### src/rtl/rdiv_pkg.sv
package rdiv_pkg;

    typedef enum logic {
        ST_IDLE = 1'b0,
        ST_RUN  = 1'b1
    } rdiv_state_e;

    // Per-operation sign bookkeeping, captured together with the operands
    typedef struct packed {
        logic quo_neg;
        logic rem_neg;
        logic div_zero;
    } rdiv_tag_t;

    function automatic rdiv_tag_t make_tag(
        input logic is_signed,
        input logic dvd_msb,
        input logic dvs_msb,
        input logic dvs_is_zero
    );
        rdiv_tag_t t;
        t.quo_neg  = is_signed & (dvd_msb ^ dvs_msb);
        t.rem_neg  = is_signed & dvd_msb;
        t.div_zero = dvs_is_zero;
        return t;
    endfunction

endpackage

### src/rtl/rdiv_sign_prep.sv
module rdiv_sign_prep
    import rdiv_pkg::*;
#(
    parameter int WIDTH = 32
) (
    input  logic             signed_op,
    input  logic [WIDTH-1:0] dividend,
    input  logic [WIDTH-1:0] divisor,
    output logic [WIDTH-1:0] mag_dvd,
    output logic [WIDTH-1:0] mag_dvs,
    output rdiv_tag_t        tag
);
    logic dvd_neg;
    logic dvs_neg;

    always_comb begin
        dvd_neg = signed_op & dividend[WIDTH-1];
        dvs_neg = signed_op & divisor[WIDTH-1];
        mag_dvd = dvd_neg ? (~dividend + 1'b1) : dividend;
        mag_dvs = dvs_neg ? (~divisor + 1'b1) : divisor;
        tag     = make_tag(signed_op, dividend[WIDTH-1], divisor[WIDTH-1],
                           divisor == '0);
    end
endmodule

### src/rtl/rdiv_trial_sub.sv
module rdiv_trial_sub #(
    parameter int WIDTH = 32
) (
    input  logic [WIDTH:0]   part_rem,
    input  logic [WIDTH-1:0] dvs,
    output logic [WIDTH:0]   kept_rem,
    output logic             fits
);
    logic [WIDTH+1:0] diff;

    always_comb begin
        diff     = {1'b0, part_rem} - {2'b00, dvs};
        fits     = ~diff[WIDTH+1];
        kept_rem = fits ? diff[WIDTH:0] : part_rem;
    end
endmodule

### src/rtl/rdiv_core.sv
module rdiv_core
    import rdiv_pkg::*;
#(
    parameter int WIDTH = 32
) (
    input  logic             clk,
    input  logic             rst,
    input  logic             start,
    input  logic [WIDTH-1:0] mag_dvd,
    input  logic [WIDTH-1:0] mag_dvs,
    input  rdiv_tag_t        tag_in,
    output logic             busy,
    output logic             done,
    output logic [WIDTH-1:0] quo_mag,
    output logic [WIDTH-1:0] rem_mag,
    output rdiv_tag_t        tag_out
);
    localparam int CW = $clog2(WIDTH + 1);
    localparam logic [CW-1:0] LAST_STEP = CW'(WIDTH - 1);

    rdiv_state_e      state_q;
    logic [WIDTH:0]   hi_q;
    logic [WIDTH-1:0] lo_q;
    logic [WIDTH-1:0] dvs_q;
    logic [CW-1:0]    cnt_q;
    logic             done_q;
    rdiv_tag_t        tag_q;

    logic [WIDTH:0]   kept_rem;
    logic             fits;
    logic             accept;

    rdiv_trial_sub #(.WIDTH(WIDTH)) u_sub (
        .part_rem (hi_q),
        .dvs      (dvs_q),
        .kept_rem (kept_rem),
        .fits     (fits)
    );

    assign accept = start && (state_q == ST_IDLE);

    always_ff @(posedge clk) begin
        if (rst) begin
            state_q <= ST_IDLE;
            hi_q    <= '0;
            lo_q    <= '0;
            dvs_q   <= '0;
            cnt_q   <= '0;
            done_q  <= 1'b0;
            tag_q   <= '0;
        end else begin
            done_q <= 1'b0;
            case (state_q)
                ST_IDLE: begin
                    if (start) begin
                        // load with the initial one-place left shift applied
                        hi_q    <= {{WIDTH{1'b0}}, mag_dvd[WIDTH-1]};
                        lo_q    <= {mag_dvd[WIDTH-2:0], 1'b0};
                        dvs_q   <= mag_dvs;
                        tag_q   <= tag_in;
                        cnt_q   <= '0;
                        state_q <= ST_RUN;
                    end
                end
                ST_RUN: begin
                    {hi_q, lo_q} <= {kept_rem[WIDTH-1:0], lo_q, fits};
                    cnt_q        <= cnt_q + 1'b1;
                    if (cnt_q == LAST_STEP) begin
                        state_q <= ST_IDLE;
                        done_q  <= 1'b1;
                    end
                end
                default: state_q <= ST_IDLE;
            endcase
        end
    end

    assign busy    = (state_q == ST_RUN);
    assign done    = done_q;
    assign quo_mag = lo_q;
    assign rem_mag = hi_q[WIDTH:1];   // undo the extra shift on the remainder half only
    assign tag_out = tag_q;

    a_r2_busy_after_accept: assert property (@(posedge clk) disable iff (rst)
        accept |=> busy);

    a_r2_step_count_bound: assert property (@(posedge clk) disable iff (rst)
        busy |-> (cnt_q <= LAST_STEP));

    a_r4_partial_fits: assert property (@(posedge clk) disable iff (rst)
        busy |-> !kept_rem[WIDTH]);

    a_r4_rem_below_divisor: assert property (@(posedge clk) disable iff (rst)
        (done_q && !tag_q.div_zero) |-> (hi_q[WIDTH:1] < dvs_q));

    a_r7_zero_div_all_ones: assert property (@(posedge clk) disable iff (rst)
        (done_q && tag_q.div_zero) |-> (lo_q == '1));

    a_r8_start_ignored_busy: assert property (@(posedge clk) disable iff (rst)
        (busy && start) |=> ($stable(dvs_q) && $stable(tag_q)));

    a_r9_done_single: assert property (@(posedge clk) disable iff (rst)
        done_q |=> !done_q);

    a_r9_results_held: assert property (@(posedge clk) disable iff (rst)
        (!busy && !start) |=> ($stable(hi_q) && $stable(lo_q) && $stable(tag_q)));
endmodule

### src/rtl/rdiv_sign_fix.sv
module rdiv_sign_fix
    import rdiv_pkg::*;
#(
    parameter int WIDTH = 32
) (
    input  logic [WIDTH-1:0] quo_mag,
    input  logic [WIDTH-1:0] rem_mag,
    input  rdiv_tag_t        tag,
    output logic [WIDTH-1:0] quotient,
    output logic [WIDTH-1:0] remainder
);
    always_comb begin
        if (tag.div_zero)
            quotient = '1;
        else if (tag.quo_neg)
            quotient = ~quo_mag + 1'b1;
        else
            quotient = quo_mag;
        remainder = tag.rem_neg ? (~rem_mag + 1'b1) : rem_mag;
    end
endmodule

### src/rtl/rdiv_unit.sv
module rdiv_unit
    import rdiv_pkg::*;
#(
    parameter int WIDTH = 32
) (
    input  logic             clk,
    input  logic             rst,
    input  logic             start,
    input  logic             signed_op,
    input  logic [WIDTH-1:0] dividend,
    input  logic [WIDTH-1:0] divisor,
    output logic             busy,
    output logic             done,
    output logic             div_zero,
    output logic [WIDTH-1:0] quotient,
    output logic [WIDTH-1:0] remainder
);
    logic [WIDTH-1:0] mag_dvd;
    logic [WIDTH-1:0] mag_dvs;
    rdiv_tag_t        tag_in;
    rdiv_tag_t        tag_out;
    logic [WIDTH-1:0] quo_mag;
    logic [WIDTH-1:0] rem_mag;

    rdiv_sign_prep #(.WIDTH(WIDTH)) u_prep (
        .signed_op (signed_op),
        .dividend  (dividend),
        .divisor   (divisor),
        .mag_dvd   (mag_dvd),
        .mag_dvs   (mag_dvs),
        .tag       (tag_in)
    );

    rdiv_core #(.WIDTH(WIDTH)) u_core (
        .clk     (clk),
        .rst     (rst),
        .start   (start),
        .mag_dvd (mag_dvd),
        .mag_dvs (mag_dvs),
        .tag_in  (tag_in),
        .busy    (busy),
        .done    (done),
        .quo_mag (quo_mag),
        .rem_mag (rem_mag),
        .tag_out (tag_out)
    );

    rdiv_sign_fix #(.WIDTH(WIDTH)) u_fix (
        .quo_mag   (quo_mag),
        .rem_mag   (rem_mag),
        .tag       (tag_out),
        .quotient  (quotient),
        .remainder (remainder)
    );

    assign div_zero = tag_out.div_zero;

    a_r2_done_ends_busy: assert property (@(posedge clk) disable iff (rst)
        done |-> !busy);

    a_r9_flag_held_idle: assert property (@(posedge clk) disable iff (rst)
        (!busy && !start) |=> $stable(div_zero));
endmodule

### config.mk
export PLATFORM = sky130hd
export DESIGN_NAME = rdiv_unit
export DESIGN_NICKNAME = d
export VERILOG_FILES = /design/src/rtl/rdiv_pkg.sv /design/src/rtl/rdiv_sign_prep.sv /design/src/rtl/rdiv_trial_sub.sv /design/src/rtl/rdiv_core.sv /design/src/rtl/rdiv_sign_fix.sv /design/src/rtl/rdiv_unit.sv
export SDC_FILE = /design/constraint.sdc
export NUM_CORES = 1
export LEC_CHECK = 0
export BUFFER_PORTS_ARGS = -buffer_cell sky130_fd_sc_hd__buf_2
export CORE_MARGIN = 2
export CORE_UTILIZATION = 35
export DETAILED_ROUTE_END_ITERATION = 10
export PLACE_DENSITY = 0.54
export RECOVER_POWER = 100
export SETUP_SLACK_MARGIN = 0.2
export SLEW_MARGIN = 10
export SYNTH_ARGS = -nofsm -noshare
export SYNTH_HDL_FRONTEND = slang
export SYNTH_SLANG_ARGS = --single-unit
### constraint.sdc
create_clock -name clk -period 10.6 [get_ports clk]
set_clock_uncertainty 0.1 [all_clocks]
set_input_delay 2.12 -clock clk [delete_from_list [all_inputs] [get_ports clk]]
set_output_delay 2.12 -clock clk [all_outputs]
set_load 0.01 [all_outputs]
==> tab_implementation.tex, run 1 <==
\begin{tabular}{lr}
\hline
Metric & Value \\
\hline
\multicolumn{2}{l}{\textbf{Run status}} \\
Status & complete, but fails checks \\
Failing checks & max-capacitance violations, max-slew violations \\
\multicolumn{2}{l}{\textbf{Finish}} \\
Area added between synthesis and finish & 13.0\% \\
Final design instance area without fill & 9760 um\^{}2 \\
Number of nets in the finished design & 1369 \\
Proportion of layout cells with a drive suffix above 1 & 0.0899 \\
Filler cell count & 2621 \\
\multicolumn{2}{l}{\textbf{Yosys}} \\
Count of different cell masters after synthesis & 69 \\
Most numerous cell in the Yosys netlist & nor2\_1 \\
Portion of netlist area occupied by mux cells & 0.0222 \\
Share of synthesized cell area in full adder, half adder and majority cells & 0.0559 \\
Avg Cell Area, Syn & 7.37 um\^{}2 \\
Share of the synthesized area in the top cell type & 0.250 \\
Syn Std Cell Area & 8640 um\^{}2 \\
Synth area leaders & dfxtp\_1 (25\%), xnor2\_1 (8.0\%), a21oi\_1 (6.0\%) \\
Portion of the post-synthesis area used by sequential elements & 0.250 \\
Share of the synthesized area in compound gates (AO/OA/AOI/OAI) & 0.263 \\
Xor-xnor portion of the synthesized cell area & 0.136 \\
Leading area contributor after synthesis & dfxtp\_1 \\
Gate count of the mapped netlist & 1172 \\
Primary FF master, synth & dfxtp\_1 \\
Post-synth EDFFs & 0 \\
Async SR Flop Fraction & 0 \\
Combinational family with the most area after synthesis & compound AO/OA/AOI/OAI gates \\
Syn. warnings & 0 \\
Synthesized flop and latch total & 108 \\
Synth cell count leaders & nor2\_1 (131), nand2\_1 (111), dfxtp\_1 (108) \\
Synthesized Nets & 1278 \\
Simple-gate share of the synthesized area & 0.216 \\
\multicolumn{2}{l}{\textbf{Flow run}} \\
Max-cap violations & 2 \\
\multicolumn{2}{l}{\textbf{STA}} \\
Number of pins with negative max-slew slack in the final report & 123 \\
Tmin final & 6.35 ns \\
Fin Setup TNS & 0 ns \\
Worst Slack Setup Final & 4.25 ns \\
Final Setup Violations & 0 \\
Worst-Margin Slew & 2.75 ns \\
Final Hold Fails & 0 \\
Final period utilization & 0.599 \\
RSZ-0062 raised after global routing & false \\
Final hold slack & 0.362 ns \\
Fmax & 0.157 GHz \\
Slew Limit Headroom & -0.832 \\
\multicolumn{2}{l}{\textbf{Critical path}} \\
Highest net fanout along the worst path & 63 \\
Type of element launching the critical path & input pin \\
Slowest cell on the critical path & clkbuf\_1 \\
Critical path start-end classification & input pin to flip-flop \\
Delay of the slowest cell on the worst path & 1.93 ns \\
Data arrival time of the critical path & 6.52 ns \\
Crit end category & flip-flop \\
Cell family contributing the most delay on the critical path & buffers and inverters \\
CP Launch Point & start \\
R2R Path Start & u\_core.hi\_q[8]\$\_SDFFE\_PP0P\_ \\
Chain of cells forming the critical path & buf\_2 -> clkbuf\_1 -> inv\_1 -> nor2\_4 -> nor2\_1 -> a22o\_1 \\
Worst-case register-to-register setup slack & 6.93 ns \\
Data required, critical path & 10.76 ns \\
Worst path bufs/invs & 3 \\
\multicolumn{2}{l}{\textbf{Drt}} \\
DRC viols & 0 \\
Average via count per standard cell & 5.24 \\
Average wire per cell in the routed design & 15.3 um \\
First-iteration detailed-routing DRC count & 581 \\
Final wirelength & 24400 um \\
Antenna Nets Post-Route & 0 \\
Overall via count from detail\_route & 8351 \\
1st-pass router iterations & 4 \\
\multicolumn{2}{l}{\textbf{Clock network}} \\
CTS root buf & clkbuf\_16 \\
TritonCTS clock tree & done \\
TritonCTS Buffers & 9 \\
Post-CTS Hold Buffers & 0 \\
Clock insertion delay at the later pin of the skew report & 0.36 ns \\
Total number of H-tree levels & 3 \\
Clock-pin slew of the registers on the worst-case setup and hold paths & 0.08 ns \\
Count of cells resized by post-cts repair & 0 \\
Maximum buffer depth of the clock tree & 2 \\
Sinks on the clock net & 108 \\
Post-CTS Repair Setup Buffers & 0 \\
\multicolumn{2}{l}{\textbf{Global route}} \\
Pin count of the biggest net entering global routing & 88 \\
Vias in the first global route & 7724 \\
Wire length of the first global-routing pass & 39600 um \\
Total track usage & 0.187 \\
Antenna violations before repair & 8 \\
Residual overflow from global routing & 0 \\
\multicolumn{2}{l}{\textbf{Die}} \\
Area of the die & 26000 um\^{}2 \\
Floorplan Core Area & 24200 um\^{}2 \\
Starting density of the core & 0.356 \\
Number of standard-cell rows in the floorplan & 57 \\
Die width & 161 um \\
Vertical die dimension & 161 um \\
Count of pins on the block boundary & 135 \\
\multicolumn{2}{l}{\textbf{Placement}} \\
Post-detail-place hpwl & 18500 um \\
Place WS & 5.15 ns \\
Post-detailed-placement cell area & 9560 um\^{}2 \\
Final RePlAce weighted congestion & 0.862 \\
Count of buffers inserted at the top-level ports & 134 \\
\multicolumn{2}{l}{\textbf{Worst hold path}} \\
Worst hold path startpoint & u\_core.dvs\_q[0]\$\_SDFFE\_PP0P\_ \\
Class of the most critical hold timing path & flip-flop to flip-flop \\
\multicolumn{2}{l}{\textbf{Power and ir drop}} \\
Part of the total power dissipated in the clock network & 0.180 \\
Peak supply drop & 150 uV \\
Net switching power of the design & 936 uW \\
Cell internal power dissipation & 1.18 mW \\
Switching share of power & 0.442 \\
Logic pwr share & 0.563 \\
Leakage Power & 3.98 nW \\
P per Cell Area & 217 nW/um\^{}2 \\
Register share of total power & 0.257 \\
\hline
\end{tabular}
==> cell families (layout without fill, tap and decap cells) <==
kind of cell	after synthesis	after routing
and+or+nand+nor	389	389
AOI/OAI and AO/OA	358	358
xor gates and xnor gates	134	134
buffers and inverters	126	222
DFF	108	108
adders and majority gates	38	38
muxes	19	19
other	0	3
==> worst min-delay path: stages (launching register included) <==
cell     delay [ns]
dfxtp_1        0.32
nand2_1        0.05
a21oi_1        0.05
==> path summary, 6_finish.rpt <==
kind	cells past startpoint	to
worst max-delay path	6	u_core.dvs_q[25]$_SDFFE_PP0P_
worst min-delay path	2	u_core.dvs_q[0]$_SDFFE_PP0P_
worst max register to register	11	u_core.hi_q[1]$_SDFFE_PP0P_
worst min register to register	2	u_core.dvs_q[0]$_SDFFE_PP0P_
==> registers in the layout (all words and copies together), names as in the netlist <==
register / flops
u_core.busy: 1
u_core.cnt_q: 6
u_core.done: 1
u_core.dvs_q: 32
u_core.hi_q: 33
u_core.quo_mag: 32
u_core.tag_out: 3
==> cells in the final DEF, fill, tap and decap left out, types with 12 or more instances in the layout <==
| cell type | netlist | layout |
|---|---|---|
| a211oi_1 | 45 | 45 |
| a21o_1 | 21 | 21 |
| a21oi_1 | 103 | 103 |
| a311oi_1 | 13 | 13 |
| a31oi_1 | 12 | 12 |
| buf_2 | 2 | 78 |
| clkbuf_1 | 61 | 61 |
| dfxtp_1 | 108 | 107 |
| ha_1 | 37 | 37 |
| inv_1 | 59 | 59 |
| mux2i_1 | 18 | 18 |
| nand2_1 | 111 | 111 |
| nand3_1 | 18 | 18 |
| nor2_1 | 131 | 131 |
| nor3_1 | 25 | 25 |
| nor4_1 | 13 | 13 |
| o21ai_0 | 50 | 77 |
| o31ai_1 | 25 | 25 |
| or3_1 | 24 | 24 |
| or4_1 | 11 | 14 |
| xnor2_1 | 79 | 79 |
| xor2_1 | 55 | 55 |
==> per-layer routing <==
layer | GRT usage | routed length (um) | part of all wire | up-vias
met5 | 0 | 49 | 0.0020 | -
met4 | 0.0467 | 293 | 0.012 | 8
met3 | 0.0401 | 1300 | 0.053 | 23
met2 | 0.287 | 10200 | 0.42 | 163
met1 | 0.267 | 12500 | 0.51 | 3785
li1 | - | - | - | 4372
==> final cells by class <==
| class | count | area, um^2 | area share |
|---|---|---|---|
| diodes | 3 | 7.51 | 0.000769 |
| clock buffers | 9 | 225 | 0.0231 |
| clock inverters | 7 | 100 | 0.0103 |
| inverters | 59 | 221 | 0.0227 |
| multi-input cells | 938 | 5960 | 0.611 |
| flip-flops and latches | 108 | 2160 | 0.222 |
| well taps | 324 | 405 | 0.0415 |
| repair buffers | 147 | 679 | 0.0696 |
==> power by group through the flow <==
stage	clock network, mW	logic (mW)	registers, mW
after floorplan	0	0.975	0.520
after global placement	0	1.24	0.552
after detailed placement	0	1.24	0.553
after CTS	0.389	1.25	0.544
after global routing	0.404	1.33	0.555
final	0.381	1.19	0.543
==> metrics by stage <==
step | instances | util | total power, mW
floorplan | 1172 | - | 1.50
global placement | 1576 | 0.394 | 1.79
detailed placement | 1576 | 0.394 | 1.79
CTS | 1592 | 0.408 | 2.18
global route | 1593 | 0.402 | 2.29
finish | 1595 | 0.403 | 2.12
(Power assumes the default switching activity.)
==> run 2: changes to the inputs <==
==> constraint.sdc (replaced) <==
create_clock -name clk -period 5.9 [get_ports clk]
set_clock_uncertainty 0.1 [all_clocks]
set_input_delay 1.18 -clock clk [delete_from_list [all_inputs] [get_ports clk]]
set_output_delay 1.18 -clock clk [all_outputs]
set_load 0.01 [all_outputs]
==> run 2 against run 1 <==
Net effect:
- the run still ends with max-capacitance violations, max-slew violations left
- final cell count hardly changed
- global-route usage hardly changed
- critical endpoint is now remainder[30]
- sequential share of layout area is 0.068 points lower
- clock power is 93% higher
==> tab_implementation.tex, run 2 (same netlist as run 1, synthesis figures left out) <==
\begin{tabular}{lr}
\hline
Metric & Value \\
\hline
\multicolumn{2}{l}{\textbf{Critical path}} \\
Slowest cell on the critical path & or4\_1 \\
Highest net fanout along the worst path & 8 \\
Crit end category & primary output \\
Worst-case register-to-register setup slack & 1.34 ns \\
R2R Path Start & u\_core.hi\_q[3]\$\_SDFFE\_PP0P\_ \\
Type of element launching the critical path & flip-flop \\
Chain of cells forming the critical path & or4\_1 -> nor2\_1 -> nand4\_2 -> or4\_1 -> or4\_4 -> or4\_4 -> nand2b\_4 -> o21ai\_0 -> xnor2\_1 -> buf\_2 \\
Critical path start-end classification & flip-flop to primary output \\
Data required, critical path & 4.62 ns \\
Delay of the slowest cell on the worst path & 0.60 ns \\
End of the worst register-to-register path & u\_core.hi\_q[30]\$\_SDFFE\_PP0P\_ \\
Cells on worst reg2reg path & 11 \\
Data arrival time of the critical path & 3.89 ns \\
\multicolumn{2}{l}{\textbf{Clock network}} \\
Clock-pin slew of the registers on the worst-case setup and hold paths & 0.07 ns \\
Post-CTS Hold Buffers & 0 \\
Total number of H-tree levels & 3 \\
Maximum buffer depth of the clock tree & 2 \\
Sinks on the clock net & 108 \\
Count of cells resized by post-cts repair & 0 \\
TritonCTS Buffers & 9 \\
TritonCTS clock tree & done \\
CTS root buf & clkbuf\_16 \\
Clock insertion delay at the later pin of the skew report & 0.36 ns \\
Post-CTS Repair Setup Buffers & 0 \\
\multicolumn{2}{l}{\textbf{Finish}} \\
Most frequent standard cell in the layout excluding fill and tap cells & nor2\_1 \\
Number of flip-flops under the largest register name & 33 \\
Area of the multi-input gates & 5960 um\^{}2 \\
Top library cells by usage in the layout, fill and taps aside & nor2\_1 (132), nand2\_1 (111), dfxtp\_1 (107), a21oi\_1 (103), buf\_2 (80) \\
Number of nets in the finished design & 1369 \\
Top register by number of flip-flops & u\_core.hi\_q \\
Sequential cell area & 2160 um\^{}2 \\
Proportion of layout cells with a drive suffix above 1 & 0.0907 \\
Area added between synthesis and finish & 13.4\% \\
Final instance count without filler cells & 1594 \\
Final design instance area without fill & 9790 um\^{}2 \\
Filler cell count & 2643 \\
\multicolumn{2}{l}{\textbf{Global route}} \\
Wire length of the first global-routing pass & 39800 um \\
Pin count of the biggest net entering global routing & 88 \\
Vias in the first global route & 7608 \\
Residual overflow from global routing & 0 \\
Antenna violations before repair & 5 \\
Total track usage & 0.187 \\
\multicolumn{2}{l}{\textbf{Worst hold path}} \\
Worst hold path startpoint & u\_core.dvs\_q[31]\$\_SDFFE\_PP0P\_ \\
Class of the most critical hold timing path & flip-flop to flip-flop \\
Worst Hold Path Cells & 2 \\
Hold Crit Endpoint & u\_core.dvs\_q[31]\$\_SDFFE\_PP0P\_ \\
\multicolumn{2}{l}{\textbf{Die}} \\
Starting density of the core & 0.356 \\
Number of standard-cell rows in the floorplan & 57 \\
Count of pins on the block boundary & 135 \\
Floorplan Core Area & 24200 um\^{}2 \\
Die width & 161 um \\
Area of the die & 26000 um\^{}2 \\
Vertical die dimension & 161 um \\
\multicolumn{2}{l}{\textbf{Drt}} \\
Final wirelength & 24300 um \\
Antenna Nets Post-Route & 0 \\
First-iteration detailed-routing DRC count & 648 \\
1st-pass router iterations & 6 \\
Average via count per standard cell & 5.27 \\
DRC viols & 0 \\
Overall via count from detail\_route & 8405 \\
Average wire per cell in the routed design & 15.2 um \\
\multicolumn{2}{l}{\textbf{STA}} \\
Final Setup Violations & 0 \\
Worst Slack Setup Final & 0.729 ns \\
Final period utilization & 0.876 \\
Fin Setup TNS & 0 ns \\
RSZ-0062 raised after global routing & false \\
Slew Limit Headroom & -1.11 \\
Tmin final & 5.17 ns \\
Fmax & 0.193 GHz \\
Final Hold Fails & 0 \\
Worst-Margin Slew & 3.15 ns \\
Number of pins with negative max-slew slack in the final report & 143 \\
\multicolumn{2}{l}{\textbf{Placement}} \\
Final RePlAce weighted congestion & 0.858 \\
Post-detailed-placement cell area & 9560 um\^{}2 \\
Cell total after placement & 1576 \\
Post-detail-place hpwl & 18600 um \\
Count of buffers inserted at the top-level ports & 134 \\
Place WS & 1.40 ns \\
\multicolumn{2}{l}{\textbf{Power and ir drop}} \\
Peak supply drop & 232 uV \\
P per Cell Area & 394 nW/um\^{}2 \\
Leakage Power & 4.01 nW \\
\multicolumn{2}{l}{\textbf{Flow run}} \\
Max-cap violations & 3 \\
\multicolumn{2}{l}{\textbf{Run status}} \\
Failing checks & max-capacitance violations, max-slew violations \\
Status & complete, but fails checks \\
\hline
\end{tabular}
[run 2: changes by cell type in the layout (fill, tap and decap cells not counted), sizes merged]
cell | before | now
clkinvlp | 3 | 0
diode | 3 | 2
buf | 86 | 88
bufinv | 2 | 3
inv | 60 | 59
clkinv | 1 | 2
[run 2: critical path: cells and delay by family, from the launching register on]
family	cells	cell delay, ns
AO/OA/AOI/OAI	1	0.23
AND/OR/NAND/NOR	7	2.63
XOR/XNOR	1	0.14
flip-flops	1	0.40
buffers and inverters	1	0.15
[run 2: power by group]
part           switching (mW)  internal, mW  total, mW  leakage, nW
sequential              0.158         0.822      0.980        0.885
combinational            1.20         0.942       2.14         2.95
clock                   0.293         0.440      0.734        0.176
[run 2: worst max-delay path by stage]
stage / end / from
after global placement: remainder[30] / u_core.hi_q[3]$_SDFFE_PP0P_
after CTS: remainder[30] / u_core.hi_q[3]$_SDFFE_PP0P_
after detailed placement: remainder[30] / u_core.hi_q[3]$_SDFFE_PP0P_
after floorplan: remainder[30] / u_core.hi_q[3]$_SDFFE_PP0P_
final: remainder[30] / u_core.hi_q[3]$_SDFFE_PP0P_
after global routing: remainder[31] / u_core.hi_q[3]$_SDFFE_PP0P_
[run 2: final cells by class]
cell class	instances	share of cell area
diodes	2	0.000511
repair buffers	147	0.0696
well taps	324	0.0414
clock buffers	11	0.0258
multi-input cells	938	0.608
flip-flops and latches	108	0.221
inverters	59	0.0226
clock inverters	5	0.0110
[run 2: stage by stage]
| step | total power [mW] | hold WS [ns] | util |
|---|---|---|---|
| after floorplan | 2.69 | 0.332 | - |
| after global placement | 3.22 | 0.346 | 0.394 |
| after detailed placement | 3.23 | 0.359 | 0.394 |
| after CTS | 3.97 | 0.369 | 0.409 |
| after global routing | 4.20 | 0.391 | 0.404 |
| final | 3.86 | 0.365 | 0.404 |
[run 2: metal layers]
layer  vias to the layer above  share of wire  track usage
li1                       4389              -            -
met4                         4         0.0082       0.0377
met3                        14          0.064       0.0378
met1                      3806           0.51        0.276
met2                       192           0.42        0.282
met5                         -        0.00074            0
